--- config.mk ---
export PLATFORM = sky130hd
export DESIGN_NAME = rtc_bcd_calendar
export DESIGN_NICKNAME = d
export VERILOG_FILES = /design/src/rtl/rtc_cal_pkg.sv /design/src/rtl/rtc_tick_div.sv /design/src/rtl/rtc_clock_next.sv /design/src/rtl/rtc_date_next.sv /design/src/rtl/rtc_bcd_calendar.sv
export SDC_FILE = /design/constraint.sdc
export NUM_CORES = 1
export LEC_CHECK = 0
export BUFFER_PORTS_ARGS = -buffer_cell sky130_fd_sc_hd__clkbuf_2
export CAP_MARGIN = 20
export CORE_MARGIN = 1.5
export CORE_UTILIZATION = 25
export DETAILED_ROUTE_END_ITERATION = 12
export PLACE_DENSITY = 0.42
export SLEW_MARGIN = 20
export SYNTH_ARGS = -nofsm -noshare
export SYNTH_HDL_FRONTEND = slang
export SYNTH_SLANG_ARGS = --single-unit
--- constraint.sdc ---
create_clock -name clk -period 3.59 [get_ports clk]
set_input_delay 0.718 -clock clk [delete_from_list [all_inputs] [get_ports clk]]
set_output_delay 0.718 -clock clk [all_outputs]
set_load 0.05 [all_outputs]
--- src/rtl/rtc_cal_pkg.sv ---
package rtc_cal_pkg;

  localparam int REG_AW = 4;
  typedef logic [REG_AW-1:0] reg_addr_t;

  localparam reg_addr_t IDX_CTRL  = 4'h0;
  localparam reg_addr_t IDX_RSVD  = 4'h1;
  localparam reg_addr_t IDX_SEC   = 4'h2;
  localparam reg_addr_t IDX_MIN   = 4'h3;
  localparam reg_addr_t IDX_HOUR  = 4'h4;
  localparam reg_addr_t IDX_DAY   = 4'h5;
  localparam reg_addr_t IDX_WDAY  = 4'h6;
  localparam reg_addr_t IDX_MON   = 4'h7;
  localparam reg_addr_t IDX_YEAR  = 4'h8;

  localparam int HALT_BIT = 5;
  localparam int FLAG_BIT = 7;

  typedef struct packed {
    logic [6:0] sec;
    logic [6:0] min;
    logic [5:0] hour;
  } tod_t;

  typedef struct packed {
    logic [5:0] day;
    logic [2:0] wday;
    logic [4:0] mon;
    logic       cent;
    logic [7:0] year;
  } date_t;

  // one BCD step: ones digit 9 (or beyond) carries into tens
  function automatic logic [7:0] bcd_up(input logic [7:0] v);
    if (v[3:0] >= 4'd9) return {v[7:4] + 4'd1, 4'd0};
    else                return {v[7:4], v[3:0] + 4'd1};
  endfunction

  // 10*t + u is divisible by 4 exactly when 2*t + u is
  function automatic logic year_is_leap(input logic [7:0] y);
    logic [5:0] s;
    s = {1'b0, y[7:4], 1'b0} + {2'b00, y[3:0]};
    return (s[1:0] == 2'b00);
  endfunction

  function automatic logic [5:0] month_last_day(input logic [4:0] mon,
                                                input logic [7:0] year);
    case (mon)
      5'h02:                      return year_is_leap(year) ? 6'h29 : 6'h28;
      5'h04, 5'h06, 5'h09, 5'h11: return 6'h30;
      default:                    return 6'h31;
    endcase
  endfunction

endpackage

--- src/rtl/rtc_tick_div.sv ---
module rtc_tick_div #(
  parameter int DIV = 4096
) (
  input  logic clk,
  input  logic rst_n,
  input  logic tick_i,
  input  logic halt_i,
  output logic sec_pulse_o
);

  generate
    if (DIV <= 1) begin : g_pass
      assign sec_pulse_o = tick_i & ~halt_i;
    end else begin : g_cnt
      localparam int CW = $clog2(DIV);
      localparam logic [CW-1:0] LAST = CW'(DIV - 1);

      logic [CW-1:0] cnt_q;
      logic          at_last;

      assign at_last = (cnt_q == LAST);

      always_ff @(posedge clk or negedge rst_n) begin
        if (!rst_n)      cnt_q <= '0;
        else if (halt_i) cnt_q <= '0;
        else if (tick_i) cnt_q <= at_last ? '0 : cnt_q + 1'b1;
      end

      assign sec_pulse_o = tick_i & ~halt_i & at_last;
    end
  endgenerate

endmodule

--- src/rtl/rtc_clock_next.sv ---
module rtc_clock_next
  import rtc_cal_pkg::*;
(
  input  tod_t cur_i,
  output tod_t nxt_o,
  output logic day_carry_o
);

  logic sec_w, min_w, hour_w;

  assign sec_w  = (cur_i.sec  >= 7'h59);
  assign min_w  = (cur_i.min  >= 7'h59);
  assign hour_w = (cur_i.hour >= 6'h23);

  always_comb begin
    nxt_o = cur_i;
    nxt_o.sec = sec_w ? 7'h00 : 7'(bcd_up({1'b0, cur_i.sec}));
    if (sec_w) begin
      nxt_o.min = min_w ? 7'h00 : 7'(bcd_up({1'b0, cur_i.min}));
      if (min_w)
        nxt_o.hour = hour_w ? 6'h00 : 6'(bcd_up({2'b00, cur_i.hour}));
    end
  end

  assign day_carry_o = sec_w & min_w & hour_w;

endmodule

--- src/rtl/rtc_date_next.sv ---
module rtc_date_next
  import rtc_cal_pkg::*;
(
  input  date_t cur_i,
  input  logic  carry_i,
  output date_t nxt_o,
  output logic  yr_wrap_o
);

  logic [5:0] last_day;
  logic       day_w, mon_w, yr_w;

  assign last_day = month_last_day(cur_i.mon, cur_i.year);
  assign day_w    = (cur_i.day  >= last_day);
  assign mon_w    = (cur_i.mon  >= 5'h12);
  assign yr_w     = (cur_i.year >= 8'h99);

  always_comb begin
    nxt_o = cur_i;
    if (carry_i) begin
      nxt_o.day  = day_w ? 6'h01 : 6'(bcd_up({2'b00, cur_i.day}));
      nxt_o.wday = (cur_i.wday >= 3'd6) ? 3'd0 : cur_i.wday + 3'd1;
      if (day_w) begin
        nxt_o.mon = mon_w ? 5'h01 : 5'(bcd_up({3'b000, cur_i.mon}));
        if (mon_w) begin
          nxt_o.year = yr_w ? 8'h00 : bcd_up(cur_i.year);
          if (yr_w) nxt_o.cent = ~cur_i.cent;
        end
      end
    end
  end

  assign yr_wrap_o = carry_i & day_w & mon_w & yr_w;

endmodule

--- src/rtl/rtc_bcd_calendar.sv ---
module rtc_bcd_calendar
  import rtc_cal_pkg::*;
#(
  parameter int TICK_DIV = 4096
) (
  input  logic       clk,
  input  logic       rst_n,
  input  logic       tick_i,
  input  logic       wr_valid_i,
  input  logic       wr_start_i,
  input  logic [3:0] wr_addr_i,
  input  logic [7:0] wr_data_i,
  input  logic [3:0] rd_addr_i,
  output logic [7:0] rd_data_o
);

  localparam tod_t  TOD_RST  = '{sec: 7'h00, min: 7'h00, hour: 6'h00};
  localparam date_t DATE_RST = '{day: 6'h01, wday: 3'd0, mon: 5'h01,
                                 cent: 1'b0, year: 8'h00};

  logic      halt_q, vl_q;
  tod_t      tod_q, tod_n;
  date_t     date_q, date_n;
  reg_addr_t ptr_q, waddr;
  logic      sec_pulse, day_carry, yr_wrap, wr_time, adv;

  rtc_tick_div #(.DIV(TICK_DIV)) u_div (
    .clk         (clk),
    .rst_n       (rst_n),
    .tick_i      (tick_i),
    .halt_i      (halt_q),
    .sec_pulse_o (sec_pulse)
  );

  rtc_clock_next u_tod (
    .cur_i       (tod_q),
    .nxt_o       (tod_n),
    .day_carry_o (day_carry)
  );

  rtc_date_next u_date (
    .cur_i     (date_q),
    .carry_i   (day_carry),
    .nxt_o     (date_n),
    .yr_wrap_o (yr_wrap)
  );

  assign waddr   = wr_start_i ? wr_addr_i : ptr_q;
  assign wr_time = wr_valid_i && (waddr >= IDX_SEC) && (waddr <= IDX_YEAR);
  assign adv     = sec_pulse && !wr_time;

  always_ff @(posedge clk or negedge rst_n) begin
    if (!rst_n) begin
      halt_q <= 1'b0;
      vl_q   <= 1'b1;
      tod_q  <= TOD_RST;
      date_q <= DATE_RST;
      ptr_q  <= '0;
    end else begin
      if (adv) begin
        tod_q  <= tod_n;
        date_q <= date_n;
      end
      if (wr_valid_i) begin
        ptr_q <= waddr + 1'b1;
        case (waddr)
          IDX_CTRL: halt_q <= wr_data_i[HALT_BIT];
          IDX_SEC: begin
            vl_q      <= wr_data_i[FLAG_BIT];
            tod_q.sec <= wr_data_i[6:0];
          end
          IDX_MIN:  tod_q.min   <= wr_data_i[6:0];
          IDX_HOUR: tod_q.hour  <= wr_data_i[5:0];
          IDX_DAY:  date_q.day  <= wr_data_i[5:0];
          IDX_WDAY: date_q.wday <= wr_data_i[2:0];
          IDX_MON: begin
            date_q.cent <= wr_data_i[7];
            date_q.mon  <= wr_data_i[4:0];
          end
          IDX_YEAR: date_q.year <= wr_data_i;
          default: ;
        endcase
      end
    end
  end

  always_comb begin
    rd_data_o = '0;
    case (rd_addr_i)
      IDX_CTRL: rd_data_o[HALT_BIT] = halt_q;
      IDX_SEC:  rd_data_o = {vl_q, tod_q.sec};
      IDX_MIN:  rd_data_o = {1'b0, tod_q.min};
      IDX_HOUR: rd_data_o = {2'b00, tod_q.hour};
      IDX_DAY:  rd_data_o = {2'b00, date_q.day};
      IDX_WDAY: rd_data_o = {5'b00000, date_q.wday};
      IDX_MON:  rd_data_o = {date_q.cent, 2'b00, date_q.mon};
      IDX_YEAR: rd_data_o = date_q.year;
      default:  rd_data_o = '0;
    endcase
  end

  assert_halt_freeze_R3: assert property (@(posedge clk) disable iff (!rst_n)
    (halt_q && !wr_valid_i) |=> ($stable(tod_q) && $stable(date_q)));

  assert_flag_sticky_R4: assert property (@(posedge clk) disable iff (!rst_n)
    (vl_q && !(wr_valid_i && waddr == IDX_SEC)) |=> vl_q);

  assert_sec_wrap_R5: assert property (@(posedge clk) disable iff (!rst_n)
    (adv && tod_q.sec == 7'h59) |=> (tod_q.sec == 7'h00));

  assert_wday_wrap_R7: assert property (@(posedge clk) disable iff (!rst_n)
    (adv && day_carry && date_q.wday == 3'd6) |=> (date_q.wday == 3'd0));

  assert_century_flip_R8: assert property (@(posedge clk) disable iff (!rst_n)
    (adv && yr_wrap) |=> (date_q.cent != $past(date_q.cent)));

  assert_index_follow_R9: assert property (@(posedge clk) disable iff (!rst_n)
    wr_valid_i |=> (ptr_q == reg_addr_t'($past(waddr) + 1'b1)));

endmodule

## Word level (Yosys, flattened, before mapping)

Cells that the tools add are included.

- Flip-flop bits (word level): 61
- Input bits: 21

- $add $sub $neg: 16
- Magnitude comparators: 15
- Eq/ne operators: 20
- Multiplexer cells: 39
- Bitwise logic cells: 6
- Reduce and logical (&&, ||, !) cells: 11

Operators with widths:

| kind | count |
|---|---|
| $mux W23 | 3 |
| $mux W6 | 8 |
| $mux W7 | 6 |
| $mux W20 | 2 |
| $mux W12 | 3 |
| $pmux W5 S7 | 1 |
| $add A4 B1 Y4 const B | 8 |
| $eq A4 B3 Y1 const B | 8 |
| $ge A4 B4 Y1 const B | 6 |
| $mux W8 | 3 |
| $eq A4 B2 Y1 const B | 4 |
| $ge A7 B7 Y1 const B | 2 |
| $mux W14 | 1 |
| $mux W13 | 1 |
| $add A12 B1 Y12 const B | 1 |
| $eq A12 B12 Y1 const B | 1 |
| $pmux W6 S2 | 1 |
| $eq A5 B3 Y1 const B | 2 |
| $mux W5 | 2 |
| $add A3 B1 Y3 const B | 3 |
| $mux W9 | 1 |
| $eq A4 B4 Y1 const B | 2 |
| $ge A8 B8 Y1 const B | 1 |
| $logic_not A4 Y1 | 2 |
| 25 further kinds | 35 |

## Logic depth before layout (Yosys ltp)

Gate-level depths: netlist of the first run.

- Depth in word-level cells: 10
- Depth in mapped cells: 13
- Mapped depth without buffers: 12

## Hierarchy

Synthesis of the first run repeated with hierarchy kept, for this count alone.

- Cell total of the unflattened synthesis: 678
- Area, all modules: 5785.5 um2

Modules (own cells, without submodules):

| module | times used | cells an instance | area each (um2) | sequential area each (um2) |
|---|---|---|---|---|
| rtc_bcd_calendar | 1 | 369 | 3447.1 | 1229.9 |
| rtc_date_next | 1 | 136 | 917.1 | 0.0 |
| rtc_clock_next | 1 | 103 | 735.7 | 0.0 |
| rtc_tick_div | 1 | 70 | 685.7 | 300.3 |

## Worst setup path after synthesis of the first run

Ideal clock, no wire load.

- Kind: input -> register
- Start point: input wr_start_i
- End point: register date_q[7] in the netlist's numbering
- Setup time: 82 ps
- Arrival time: 3284 ps
- Slack: 224 ps
- Stages: 10
- Cell sequence: clkbuf_2 clkbuf_1 mux2i_1 inv_1 ha_1 a21oi_1 o2111ai_2 or3_4 or4_1 a31oi_1

- Word-level cells in the longest chain between the ends: 9
- Elaborated cells between the ends (all ways): 11
- Classes of those cells: order compare: 2; eq/ne: 1; mux: 4; reduce/logical: 4

RTL lines:

| item | line | text |
|---|---|---|
| start: declaration | rtc_bcd_calendar.sv:10 | `input logic wr_start_i,` |
| $mux W4 * | rtc_bcd_calendar.sv:48 | `assign waddr = wr_start_i ? wr_addr_i : ptr_q;` |
| $ge A4 B2 Y1 | rtc_bcd_calendar.sv:49 | `assign wr_time = wr_valid_i && (waddr >= IDX_SEC) && (waddr <= IDX_YEAR);` |
| $logic_and A1 B1 Y1 (2 in a row) | rtc_bcd_calendar.sv:49 |  |
| $logic_not A1 Y1 | rtc_bcd_calendar.sv:50 | `assign adv = sec_pulse && !wr_time;` |
| $logic_and A1 B1 Y1 | rtc_bcd_calendar.sv:50 |  |
| $mux W23 | rtc_bcd_calendar.sv:60 | `if (adv) begin` |
| $mux W8 | rtc_bcd_calendar.sv:66 | `case (waddr)` |
| $mux W23 * | rtc_bcd_calendar.sv:64 | `if (wr_valid_i) begin` |
| end signal: assignment | rtc_bcd_calendar.sv:62 | `date_q <= date_n;` |
| end: declaration | rtc_bcd_calendar.sv:23 | `date_t date_q, date_n;` |

Every way passes the cells marked *; elsewhere a longest branch is shown, timed or not.
A chain may end at the register's enable or synchronous reset.

## Final worst setup path of the first run

- Start point: register date_q[9] in the netlist's numbering
- End point: register date_q[7] in the netlist's numbering

- Word-level cells in the longest chain between the ends: 9
- Elaborated cells between the ends (all ways): 15
- Classes of those cells: order compare: 2; eq/ne: 5; mux: 7; reduce/logical: 1

RTL lines:

| item | line | text |
|---|---|---|
| $eq A5 B3 Y1 (tied with other cells) | rtc_cal_pkg.sv:48 | `case (mon)` |
| $reduce_or A4 Y1 | rtc_cal_pkg.sv:48 |  |
| $pmux W6 S2 | rtc_cal_pkg.sv:48 |  |
| $ge A6 B6 Y1 | rtc_date_next.sv:14 | `assign day_w = (cur_i.day >= last_day);` |
| $mux W14 * | rtc_date_next.sv:23 | `if (day_w) begin` |
| $mux W23 * | rtc_date_next.sv:20 | `if (carry_i) begin` |
| $mux W23 * | rtc_bcd_calendar.sv:60 |  |
| $mux W8 | rtc_bcd_calendar.sv:66 |  |
| $mux W23 * | rtc_bcd_calendar.sv:64 |  |

Marks and branches as above.

==> reports/qor.csv, run 1 <==
metric,value,unit
core-area,0.0181,mm^2
cts_tree,built,
r2r_slack,0.33,ns
finish.instance_area,0.00535,mm^2
crit_path_start_kind,register,
switching_share,0.436,
drc,4,
crit_fanout,14,
synth_nets,611,
cts-buffers-inserted,9,
p_per_area,706,mW/mm^2
cts_root_buf,clkbuf_16,
fin_cells,814,
rsz0062_at_grt,no,
synth_area_leaders,"dfrtp_1 (31%), ha_1 (9.7%), nor2_1 (4.5%)",
yosysSeqAreaShare,0.330,
row_count,49,
drive_gt1_frac,0.126,
htreeDepth,3,
p_switching,1640,uW
synth_ff_type,dfrtp_1,
clockBufferDepth,2,
hold_violations,0,
synth_area,0.00464,mm^2
synth_edf_count,0,
grt_max_degree,25,
placed_cells,798,
combPwrFrac,0.393,
setup_tns,0,ns
regToRegStartpoint,date_q[9],
grt.overflow.total,0,
grt_pass1_wl,23100,um
ir_worst_vdd,285,uV
reg2reg_depth,12,
wl_per_cell,17.8,um
slew_headroom,0.602,
required,3.85,ns
max_freq,307,MHz
wl_met2,6720,um
worstPathArrival,3.52,ns
dp.final_hpwl,10700,um
die_area,0.0194,mm^2
dpl-instance-area,0.00506,mm^2
syn_to_final_growth,15.4,%
avgSynthCellArea,8.37,um^2
nets,637,
top_layer,met4,
crit_path_end_kind,register,
yosysTopAreaCellShare,0.313,
yosysMostFrequentCell,dfrtp_1,
gp_routability_congestion,0.823,
setup_viol,0,
rr_endpoint,date_q[7],
cts_setup_buffers,0,
ant_nets,0,
power.leakage,0.00229,uW
clkLatencyLatePin,0.34,ns
synth-seq-cells,61,
path_clk_slew,0.05,ns
p_int,2130,uW
via_per_inst,5.21,
ys_top_cells_by_count,"dfrtp_1 (58), nor2_1 (56), nand2_1 (53)",
fp.dieH,139,um
drt-pass1-iter-count,8,
criticalPathCategory,register to register,
start_util,0.256,
hp-class,input pin to asynchronous set/reset pin,
die_x,139,um
clock-sinks,61,
layout_worst_path_cycle_share,0.908,
maxCapViolCount,0,
drv_slew,0,
grt_usage,0.153,
min_period,3.26,ns
portBuffers,28,
drt_iter0_drc,229,
power_frac_seq,0.382,
antenna_cells,0,
design_power_total,3770,uW
ys_async_sr_fraction,1.00,
drt-total-wl,14500,um
vias,4237,
antenna_found_initial,0,
tightest_slew,0.592,ns
yosysTopAreaCell,dfrtp_1,
p_clk_frac,0.225,
status,"finished, violations left",
violations,DRC,
yosysWarnings,0,
skew,0.00923,ns
pin_count,29,
whs,0.384,ns
synthCells,554,
grt_pass1_vias,4102,
m1WireLength,6920,um
dr_wl_met3,727,um
yosysUniqueCellTypes,68,
-- area by class of cell --
type	instances	area, um^2
repair buffers	42	245
fillers	1924	12700
multi-input cells	431	2870
well taps	229	287
clock inverters	1	5.00
inverters	35	131
clock buffers	15	278
flip-flops and latches	61	1530
-- registers in the layout, summed over array words and instances, names as in the netlist --
name	flops
u_div.g_cnt.cnt_q	12
halt_q	1
tod_q	20
ptr_q	4
vl_q	1
date_q	23
-- cells in the final DEF (no fill, tap or decap), drive strengths merged, types with 6 or more instances in the layout --
cell type  instances
nor2              56
nor2b              7
nor3              14
nand4              6
o21ai             34
inv               35
buf               15
nand3             19
ha                36
nand2b             6
and2               8
clkbuf            42
a21oi             20
o22ai              9
or3                8
nand2             53
dfrtp             58
xor2               7
a31oi             18
mux2i             14
nor4               6
o31ai             11
-- critical path, stage by stage, from the launching register on --
cell and delay [ns]:
dfstp_2 0.39, inv_1 0.15, ha_1 0.23, nor4b_2 0.28
inv_1 0.11, o32ai_1 0.32, ha_1 0.17, nor4b_1 0.05
o21ai_0 0.18, nand2_1 0.17, or3_4 0.45, or4_1 0.52
a31oi_1 0.16
-- stage by stage --
stage,util,setup WS (ns)
2_1_floorplan,-,0.224
3_3_place_gp,0.280,0.293
3_5_place_dp,0.280,0.227
6_report,0.296,0.330
4_1_cts,0.295,0.203
5_1_grt,0.296,0.0510
-- power by group through the flow --
stage / clock, uW / combinational (uW) / sequential [uW]
after floorplan: 0 / 1170 / 1230
after global placement: 0 / 1460 / 1450
after detailed placement: 0 / 1470 / 1440
after CTS: 870 / 1480 / 1440
after global routing: 906 / 1700 / 1490
final: 850 / 1480 / 1440
-- worst max-delay path by stage --
stage,start,end,slack (ns),cells past startpoint
after CTS,date_q[9],date_q[7],0.20,12
after floorplan,wr_start_i,date_q[7],0.22,10
after detailed placement,date_q[9],date_q[7],0.23,12
after global routing,date_q[9],date_q[17],0.05,12
after global placement,date_q[9],date_q[7],0.29,12
final,date_q[9],date_q[7],0.33,12
-- timing repair --
action,CTS,global route
gates resized for setup,0,1
hold buffers,0,0
endpoints found under the setup margin,0,5
-- logic make-up (layout without fill, tap and decap cells) --
| kind of cell | after synthesis | in the layout | synth area share |
|---|---|---|---|
| and+or+nand+nor | 208 | 208 | 0.222 |
| AOI/OAI and AO/OA | 155 | 155 | 0.229 |
| buffers and inverters | 62 | 93 | 0.0515 |
| DFF | 61 | 61 | 0.330 |
| adders and majority gates | 36 | 36 | 0.0971 |
| muxes | 20 | 20 | 0.0472 |
| xor gates and xnor gates | 12 | 12 | 0.0227 |
-- layer usage --
layer  up-vias  global-route usage
li1       2075                   -
met1      2064               0.209
met2        88               0.245
met3        10              0.0397
met4         0              0.0302
met5         -                   0
Note: power is estimated with default switching activity, not from simulation.
==> run 2: changes to the inputs <==
--- a/config.mk
+++ b/config.mk
@@ -5,12 +5,14 @@
 export SDC_FILE = /design/constraint.sdc
 export NUM_CORES = 1
 export LEC_CHECK = 0
+export ABC_CLOCK_PERIOD_IN_PS = 3590
 export BUFFER_PORTS_ARGS = -buffer_cell sky130_fd_sc_hd__clkbuf_2
 export CAP_MARGIN = 20
 export CORE_MARGIN = 1.5
-export CORE_UTILIZATION = 25
+export CORE_UTILIZATION = 50
 export DETAILED_ROUTE_END_ITERATION = 12
-export PLACE_DENSITY = 0.42
+export PLACE_DENSITY = 0.7
+export SETUP_SLACK_MARGIN = 0.15
 export SLEW_MARGIN = 20
 export SYNTH_ARGS = -nofsm -noshare
 export SYNTH_HDL_FRONTEND = slang
==> run 2 against run 1 <==
The flow now finishes without violations. Wire length fell by 13%. Sequential share of layout area rose by 1.6 points. Total power fell by 8.2%. Fmax fell by 2.4%. Global-route usage rose by 12 points. Via count rose by 1.4%. Die area fell by 49%. Register-to-register slack got worse by 0.08 ns. Sequential power barely moved. Non-clock buffer count fell by 4. Clock skew fell by 0.0018 ns. Critical path depth did not move. Critical endpoint unchanged. Largest power group unchanged.
==> reports/qor.csv, run 2 (same netlist as run 1, synthesis figures left out) <==
metric,value,unit
status,finished clean,
hp-class,input pin to asynchronous set/reset pin,
dpl-instance-area,0.00488,mm^2
die_area,0.00986,mm^2
crit_path_start_kind,register,
largest_registers,"date_q (23), tod_q (20), u_div.g_cnt.cnt_q (12)",
combPwrFrac,0.424,
rsz0062_at_grt,no,
ant_nets,0,
ir_worst_vdd,293,uV
vias,4298,
antenna_found_initial,0,
criticalPathCategory,register to register,
grt_pass1_wl,20800,um
fp.dieH,99.3,um
setup_viol,0,
drive_gt1_frac,0.127,
drv_slew,0,
n_fill_cell,812,
grt_pass1_vias,4103,
whs,0.151,ns
crit_path_end_kind,register,
via_per_inst,6.24,
skew,0.00741,ns
multi_input_comb_area,0.00289,mm^2
p_int,1850,uW
cts_root_buf,clkbuf_8,
power_frac_seq,0.415,
clock-sinks,61,
layout_worst_path_cycle_share,0.931,
drt-pass1-iter-count,5,
p_clk_frac,0.161,
final_common_cell,dfrtp_1,
required,3.87,ns
syn_to_final_growth,9.39,%
cts_hold_buf,0,
dp.final_hpwl,9360,um
cts_tree,built,
cts-buffers-inserted,9,
critical_path.cell_chain,inv_1 > ha_1 > nor4b_4 > inv_1 > o32ai_1 > ha_1 > nor4b_1 > o21ai_0 > nand2_2 > or3_4 > or4_1 > a31oi_1,
power.leakage,0.00222,uW
largest_register_ffs,23,
regMostFlops,date_q,
fin_util,0.573,
row_count,34,
p_per_area,683,mW/mm^2
die_x,99.3,um
grt_usage,0.269,
min_period,3.34,ns
max_freq,299,MHz
setup_slack,0.249,ns
final_cell_mix,"dfrtp_1 (58), nor2_1 (56), nand2_1 (52)",
p_switching,1620,uW
clockBufferDepth,2,
htreeDepth,3,
hold_violations,0,
slowest_stage,or4_1,
crit_fanout,14,
drt_iter0_drc,278,
slew_headroom,0.285,
core-area,0.00885,mm^2
detailedPlace.worstSlack,0.218,ns
maxCapViolCount,0,
antenna_cells,0,
drt-total-wl,12600,um
wl_per_cell,18.3,um
gp_routability_congestion,0.909,
path_clk_slew,0.07,ns
pin_count,29,
finish.instance_area,0.00507,mm^2
drc,0,
grt.overflow.total,0,
start_util,0.524,
tightest_slew,1.06,ns
portBuffers,28,
slowest_delay,0.52,ns
final-seq-area,0.00153,mm^2
worstPathArrival,3.62,ns
nets,633,
clkLatencyLatePin,0.35,ns
setup_tns,0,ns
switching_share,0.466,
grt_max_degree,34,
-- run 2: what timing repair did --
action / in CTS / in global routing
buffers inserted: 0 / 0
gates resized for setup: 0 / 3
setup endpoints to repair: 0 / 12
-- run 2: path summary, 6_finish.rpt --
kind / from / end / slack [ns] / cells past startpoint
worst max register to register: date_q[9] / date_q[7] / 0.25 / 12
min in group clk: u_div.g_cnt.cnt_q[11] / u_div.g_cnt.cnt_q[11] / 0.48 / 1
worst min-delay path: rst_n / date_q[8] / 0.15 / 1
worst max-delay path: date_q[9] / date_q[7] / 0.25 / 12
worst min register to register: u_div.g_cnt.cnt_q[11] / u_div.g_cnt.cnt_q[11] / 0.48 / 1
max in group asynchronous: rst_n / u_div.g_cnt.cnt_q[8] / 2.81 / 2
-- run 2: through the flow --
stage                     cells  power (uW)
after global placement      673        2800
after CTS                   689        3440
final                       689        3470
after floorplan             554        2400
after global routing        689        3770
after detailed placement    673        2860
-- run 2: power groups by stage --
stage	registers (uW)	clock network [uW]	logic, uW
floorplan	1230	0	1170
global placement	1410	0	1390
detailed placement	1420	0	1440
CTS	1410	573	1450
global route	1480	608	1680
finish	1440	559	1470
-- run 2: cell type report --
type / instances / share of cell area
multi-input combinational: 431 / 0.569
clock inverter: 7 / 0.0101
tap: 108 / 0.0266
sequential: 61 / 0.302
inverter: 35 / 0.0259
clock buffer: 9 / 0.0244
timing repair buffer: 38 / 0.0424
-- run 2: worst max-delay path, delay by kind of cell (launching register included) --
kind | cells | cell delay (ns)
buffers and inverters | 2 | 0.24
AOI/OAI and AO/OA | 3 | 0.74
and+or+nand+nor | 5 | 1.44
DFF | 1 | 0.40
adders and majority gates | 2 | 0.45
-- run 2: routing by layer --
layer | vias up | wire length, um | global-route usage
met3 | 29 | 672 | 0.0436
met1 | 2063 | 5850 | 0.370
met4 | 0 | 408 | 0.120
li1 | 2080 | - | -
met2 | 126 | 5700 | 0.420
met5 | - | 0 | 0
==> run 3: changes to the inputs <==
--- a/config.mk
+++ b/config.mk
@@ -11,6 +11,7 @@
 export CORE_MARGIN = 1.5
 export CORE_UTILIZATION = 50
 export DETAILED_ROUTE_END_ITERATION = 12
+export MAX_ROUTING_LAYER = met4
 export PLACE_DENSITY = 0.7
 export SETUP_SLACK_MARGIN = 0.15
 export SLEW_MARGIN = 20
==> run 3 against run 2 <==
Sequential power about the same. Combinational power about the same. Via count up 0.70%. Critical path depth unchanged. Register-to-register slack about the same. Total power about the same. Sequential share of layout area unchanged. Final cell count unchanged. Critical endpoint unchanged.
==> reports/qor.csv, run 3 (same netlist as run 1, synthesis figures left out) <==
metric,value,unit
status,finished clean,
vias,4328,
largest_register_ffs,23,
dp.final_hpwl,9360,um
antenna_cells,0,
layout_worst_path_cycle_share,0.929,
largest_registers,"date_q (23), tod_q (20), u_div.g_cnt.cnt_q (12)",
maxCapViolCount,0,
slowest_delay,0.52,ns
via_per_inst,6.28,
grt_pass1_vias,4106,
n_fill_cell,812,
tightest_slew,1.07,ns
grt_pass1_wl,20800,um
setup_tns,0,ns
drt-total-wl,12600,um
slowest_stage,or4_1,
criticalPathCategory,register to register,
final_cell_mix,"dfrtp_1 (58), nor2_1 (56), nand2_1 (52)",
setup_viol,0,
ir_worst_vdd,293,uV
setup_slack,0.255,ns
skew,0.00699,ns
cts_resized,0,
multi_input_comb_area,0.00289,mm^2
max_freq,300,MHz
design_power_total,3470,uW
path_clk_slew,0.07,ns
power.leakage,0.00222,uW
drt_iter0_drc,274,
required,3.87,ns
cts_tree,built,
hp-class,input pin to asynchronous set/reset pin,
portBuffers,28,
gp_routability_congestion,0.925,
cts_hold_buf,0,
antenna_found_initial,0,
row_count,34,
rsz0062_at_grt,no,
crit_path_end_kind,register,
regMostFlops,date_q,
worstPathArrival,3.62,ns
clockBufferDepth,2,
drive_gt1_frac,0.127,
min_period,3.34,ns
cts_root_buf,clkbuf_8,
ant_nets,0,
wl_per_cell,18.3,um
grt.overflow.total,0,
critical_path.cell_chain,inv_1 > ha_1 > nor4b_4 > inv_1 > o32ai_1 > ha_1 > nor4b_1 > o21ai_0 > nand2_2 > or3_4 > or4_1 > a31oi_1,
nets,633,
hold_violations,0,
drv_slew,0,
cts_setup_buffers,0,
detailedPlace.worstSlack,0.218,ns
crit_path_start_kind,register,
start_util,0.524,
die_area,0.00986,mm^2
fp.dieH,99.3,um
drc,0,
grt_max_degree,34,
final-seq-area,0.00153,mm^2
htreeDepth,3,
crit_fanout,14,
die_x,99.3,um
clock-sinks,61,
clkLatencyLatePin,0.36,ns
pin_count,29,
slew_headroom,0.279,
syn_to_final_growth,9.39,%
p_per_area,684,mW/mm^2
drt-pass1-iter-count,5,
whs,0.146,ns
cts-buffers-inserted,9,
grt_usage,0.278,
core-area,0.00885,mm^2
final_common_cell,dfrtp_1,
## run 3: worst max-delay path: cells and delay by family (launching register included)
| kind | cells | cell delay (ns) |
|---|---|---|
| AOI/OAI and AO/OA | 3 | 0.73 |
| DFF | 1 | 0.40 |
| adders and majority gates | 2 | 0.45 |
| buffers and inverters | 2 | 0.24 |
| and+or+nand+nor | 5 | 1.44 |
## run 3: path summary, 6_finish.rpt
check | start | cells after the start | slack [ns] | end
setup / recovery | date_q[9] | 12 | 0.25 | date_q[7]
hold / removal | rst_n | 1 | 0.15 | date_q[8]
setup reg to reg | date_q[9] | 12 | 0.25 | date_q[7]
hold reg to reg | u_div.g_cnt.cnt_q[11] | 1 | 0.48 | u_div.g_cnt.cnt_q[11]
max in group asynchronous | rst_n | 2 | 2.81 | u_div.g_cnt.cnt_q[1]
min in group clk | u_div.g_cnt.cnt_q[11] | 1 | 0.48 | u_div.g_cnt.cnt_q[11]
## run 3: layout make-up
| class | instances | area share |
|---|---|---|
| inverter | 35 | 0.0259 |
| sequential | 61 | 0.302 |
| tap | 108 | 0.0266 |
| clock buffer | 9 | 0.0244 |
| multi-input combinational | 431 | 0.569 |
| clock inverter | 7 | 0.0101 |
| timing repair buffer | 38 | 0.0424 |
## run 3: layer usage
layer / share of wire / vias to the layer above / global-route usage
met4: 0.030 / 0 / 0.107
met3: 0.052 / 29 / 0.0520
met5: 0 / - / -
met1: 0.46 / 2082 / 0.372
li1: - / 2079 / -
met2: 0.46 / 138 / 0.420
## run 3: through the flow
step,instance area (um^2),util,std cells
after detailed placement,4880,0.551,673
after CTS,5050,0.571,689
after global placement,4880,0.551,673
after floorplan,4640,-,554
final,5070,0.573,689
after global routing,5070,0.573,689
## run 3: report_power, final
part | internal [uW] | switching (uW) | total (uW) | leakage (uW)
combinational | 634 | 835 | 1470 | 0.00140
sequential | 963 | 475 | 1440 | 0.000731
clock | 252 | 309 | 560 | 0.0000856
total | 1850 | 1620 | 3470 | 0.00222
